`config.mk`:
```
export PLATFORM = sky130hd
export DESIGN_NAME = sar_ctrl_reg
export DESIGN_NICKNAME = d
export VERILOG_FILES = /design/src/rtl/sar_ctrl_pkg.sv /design/src/rtl/sar_marker.sv /design/src/rtl/sar_bits.sv /design/src/rtl/sar_ctrl_reg.sv
export SDC_FILE = /design/constraint.sdc
export NUM_CORES = 1
export LEC_CHECK = 0
export ABC_CLOCK_PERIOD_IN_PS = 2700
export BUFFER_PORTS_ARGS = -buffer_cell sky130_fd_sc_hd__buf_2
export CAP_MARGIN = 20
export CORE_MARGIN = 1.5
export CORE_UTILIZATION = 50
export CTS_BUF_LIST = sky130_fd_sc_hd__clkbuf_4 sky130_fd_sc_hd__clkbuf_8
export DETAILED_ROUTE_END_ITERATION = 6
export GPL_TIMING_DRIVEN = 0
export PLACE_DENSITY = 0.83
export SLEW_MARGIN = 20
export SYNTH_ARGS = -nofsm -noshare
export SYNTH_HDL_FRONTEND = slang
export SYNTH_SLANG_ARGS = --single-unit
```
`constraint.sdc`:
```
create_clock -name clk_i -period 2.7 [get_ports clk_i]
set_input_delay 0.81 -clock clk_i [delete_from_list [all_inputs] [get_ports clk_i]]
set_output_delay 0.81 -clock clk_i [all_outputs]
set_load 0.02 [all_outputs]
```
`src/rtl/sar_ctrl_pkg.sv`:
```
package sar_ctrl_pkg;
  parameter int unsigned SAR_W = 8;

  // trial pattern loaded by start: MSB low, rest high
  function automatic logic [SAR_W-1:0] trial_init();
    logic [SAR_W-1:0] v;
    v = '1;
    v[SAR_W-1] = 1'b0;
    return v;
  endfunction
endpackage

```
`src/rtl/sar_marker.sv`:
```
// One-hot trial position chain; stage 0 is the hidden completion stage.
module sar_marker #(
  parameter int unsigned W = sar_ctrl_pkg::SAR_W
) (
  input  logic         clk_i,
  input  logic         rst_ni,
  input  logic         start_ni,
  output logic [W:0]   stage_o
);
  logic [W:0] stage_q;
  logic       busy;

  assign busy = |stage_q[W:1];

  always_ff @(posedge clk_i or negedge rst_ni) begin
    if (!rst_ni)        stage_q <= '0;
    else if (!start_ni) stage_q <= (W+1)'(1) << W;
    else if (busy)      stage_q <= stage_q >> 1;
  end

  assign stage_o = stage_q;
endmodule

```
`src/rtl/sar_bits.sv`:
```
// Parallel word: each bit loads on start, captures d when trial, clears when marker arrives.
module sar_bits #(
  parameter int unsigned W = sar_ctrl_pkg::SAR_W
) (
  input  logic         clk_i,
  input  logic         rst_ni,
  input  logic         start_ni,
  input  logic         d_i,
  input  logic [W:0]   stage_i,
  output logic [W-1:0] q_o
);
  localparam logic [W-1:0] INIT = sar_ctrl_pkg::trial_init();

  logic [W:0] arrive;
  assign arrive = {1'b0, stage_i[W:1]};

  for (genvar i = 0; i < W; i++) begin : g_bit
    logic b_q;
    always_ff @(posedge clk_i or negedge rst_ni) begin
      if (!rst_ni)              b_q <= 1'b1;
      else if (!start_ni)       b_q <= INIT[i];
      else if (stage_i[i+1])    b_q <= d_i;
      else if (arrive[i+1])     b_q <= 1'b0;
    end
    assign q_o[i] = b_q;
  end
endmodule

```
`src/rtl/sar_ctrl_reg.sv`:
```
module sar_ctrl_reg #(
  parameter int unsigned W = sar_ctrl_pkg::SAR_W
) (
  input  logic         clk_i,
  input  logic         rst_ni,
  input  logic         start_ni,
  input  logic         d_i,
  output logic [W-1:0] q_o,
  output logic         cc_no,
  output logic         qd_o
);
  logic [W:0] stage;
  logic       qd_q;

  sar_marker #(.W(W)) u_marker (
    .clk_i   (clk_i),
    .rst_ni  (rst_ni),
    .start_ni(start_ni),
    .stage_o (stage)
  );

  sar_bits #(.W(W)) u_bits (
    .clk_i   (clk_i),
    .rst_ni  (rst_ni),
    .start_ni(start_ni),
    .d_i     (d_i),
    .stage_i (stage),
    .q_o     (q_o)
  );

  always_ff @(posedge clk_i or negedge rst_ni) begin
    if (!rst_ni) qd_q <= 1'b0;
    else         qd_q <= d_i;
  end

  assign qd_o  = qd_q;
  assign cc_no = ~stage[0];
endmodule

```
==> flow_summary_export.csv <==
group,metric,value,unit
logic_synthesis,seq_area_frac_synth,64.00,%
sta,relSlewSlack,74.13,%
clocking,ctsHoldBuffers,0,
final_layout,seqCellArea,460.4,um2
sta,final-hold-violation-count,0,
routing,firstDrtPassIters,3,
sta,report.final.slew_viol_count,0,
floorplanning,start_util,54.61,%
final_layout,drive_above_1_share,50.00,%
grt,antenna_found_initial,0,
place,portBuffers,13,
final_layout,layout_common_cells,"buf_2, nor2_1, dfrtp_1",
place,place_congestion,0.7732,
clocking,cts_sinks,18,
power,cellLeakagePower,0.3760,nW
final_layout,n_antenna_cell,0,
place,place_ws,1.132,ns
sta,post-route-min-period,1.871,ns
clocking,cts-root-buf,"clkbuf_4",
logic_synthesis,syn_avg_cell_area,12.85,um2
sta,fin_skew,0.002571,ns
worst_setup_path,cp-start-kind,"flip-flop",
logic_synthesis,synth_seq_cells,18,
floorplanning,dieArea,1675,um2
clocking,clockBufferDepth,2,
sta,setup_ws,0.8289,ns
worst_setup_path,r2r_start,"u_marker.stage_o[7]",
routing,ant_nets,0,
job,drv_cap,0,
routing,wl_per_cell,12.23,um
clocking,path_clk_slew,0.09,ns
power,powerDensity,556.6,nW/um2
logic_synthesis,synth_top_family_by_area,"simple AND/OR/NAND/NOR gates",
routing,drt_iter0_markers,5,
logic_synthesis,yosys.area_share.xor_xnor,0,%
logic_synthesis,synthSimpleGateAreaFrac,13.57,%
sta,fmax,534.5,MHz
floorplanning,rows,13,
sta,finalSetupTns,0,ns
logic_synthesis,synth_compound_area_share,10.61,%
sta,rsz0062_at_grt,"false",
grt,grt_pass1_vias,391,
status,status,"completed",
logic_synthesis,synthAdderAreaFrac,0,%
worst_setup_path,critPathArrivalTime,1.06,ns
clocking,h-tree-depth,1,
worst_setup_path,critPathLaunch,"u_bits.g_bit[6].b_q",
sta,worst-slew-pin-transition,0.3880,ns
worst_setup_path,worst-setup-path-type,"flip-flop to output pin",
final_layout,nFillCells,111,
logic_synthesis,synth_cell_types,13,
clocking,post_cts_resized,0,
sta,setup_viol,0,
routing,routed_wl,1.064,mm
logic_synthesis,synthCells,56,
final_layout,syn_to_final_growth,14.78,%
clocking,tritoncts,"done",
clocking,numCtsBuffers,3,
worst_setup_path,r2r_slack,1.71,ns
worst_setup_path,crit_path_max_fanout,2,
clocking,postCtsSetupBuffers,0,
power,peakVddDrop,334.6,uV
clocking,worstSkewPairLatency,0.27,ns
floorplanning,die_h,40.93,um
grt,grt.overflow.total,0,
grt,grt_max_degree,19,
logic_synthesis,synth_nets,60,
worst_setup_path,cp.required,1.89,ns
logic_synthesis,yosysWarnings,0,
routing,drc,0,
logic_synthesis,synth_mux_area_share,1.391,%
floorplanning,coreArea,1318,um2
worst_setup_path,rr_worst_depth,3,
worst_setup_path,rr_endpoint,"u_marker.stage_o[0]",
final_layout,final_common_cell,"buf_2",
worst_setup_path,endpoint_kind,"output pin",
sta,post-route-period-util,69.30,%
routing,viasPerCell,5.287,
worst_setup_path,setup.worst_path.end,"q_o[6]",
floorplanning,die_w,40.93,um
floorplanning,io_pins,14,
final_layout,nNetsFinal,78,
logic_synthesis,syn_area,719.4,um2
grt,track_usage,16.71,%
final_layout,multi_input_area,183.9,um2
grt,grt_pass1_wl,1.738,mm
routing,routed-via-count,460,
min_path,hold_path.class,"primary input to asynchronous set/reset pin",
synth_stat cells:
cell / n / share of area [%]
a221o_1: 7 / 9.7
a31oi_1: 1 / 0.87
and2_1: 6 / 5.2
and2_2: 1 / 1.0
buf_2: 1 / 0.69
buf_4: 8 / 8.3
dfrtp_1: 10 / 35
dfstp_2: 8 / 29
inv_1: 1 / 0.52
inv_4: 1 / 0.87
mux2i_1: 1 / 1.4
nor2_1: 10 / 5.2
nor4b_2: 1 / 2.1
where the power goes:
| part | switching [W] | internal (W) | total (W) | leakage, nW |
|---|---|---|---|---|
| clock network | 0.0000695 | 0.0000516 | 0.000121 | 0.0138 |
| logic | 0.0000266 | 0.0000208 | 0.0000475 | 0.145 |
| registers | 0.00000730 | 0.000284 | 0.000291 | 0.217 |
| total | 0.000103 | 0.000356 | 0.000460 | 0.376 |
through the flow:
step           total power (W)  utilization, %  instances  cell area [um2]  hold slack [ns]
2_1_floorplan        0.0003250               -         56            719.4           0.4852
3_3_place_gp         0.0003423           60.97         84            803.3           0.5043
3_5_place_dp         0.0003440           60.97         84            803.3           0.5242
4_1_cts              0.0004671           62.68         87            825.8           0.4424
5_1_grt              0.0004846           62.68         87            825.8           0.4453
6_report             0.0004596           62.68         87            825.8           0.4444
flip-flops by register name, indices dropped and copies added (netlist names):
| signal | count |
|---|---|
| qd_o | 1 |
| u_bits.g_bit.b_q | 8 |
| u_marker.stage_o | 9 |
kinds of logic after synthesis:
family | Yosys count
mux | 1
flops | 18
buf+inv | 11
simple gates | 18
compound gates | 8
critical path: stages, from the launching register on:
cell,delay (ns)
dfstp_2,0.55
buf_4,0.09
buf_2,0.14
metal layers:
metal / GRT usage (%) / vias up / share of wire [%]
met5: 0 / - / 0
met4: 10.00 / 0 / 0.75
met3: 4.891 / 2 / 3.9
met2: 25.78 / 11 / 48
met1: 20.42 / 230 / 47
li1: - / 217 / -
worst min path at each step:
stage,from,endpoint,slack (ns),depth (start not counted)
finish,rst_ni,u_marker.stage_o[0],0.44,1
global route,rst_ni,u_marker.stage_o[5],0.45,1
CTS,rst_ni,u_marker.stage_o[2],0.44,1
detailed placement,u_marker.stage_o[1],u_marker.stage_o[0],0.52,2
global placement,u_marker.stage_o[1],u_marker.stage_o[0],0.50,2
floorplan,u_marker.stage_o[1],u_marker.stage_o[0],0.49,2
area by class of cell:
cell class                      instances  area share [%]
Multi-Input combinational cell         27           22.27
Tap cell                               15           2.273
Timing Repair Buffer                   13           7.879
Sequential cell                        18           55.76
Buffer                                  9           7.879
Inverter                                2           1.212
Clock buffer                            3           2.727
No activity file was read; power rests on OpenSTA's default activity.
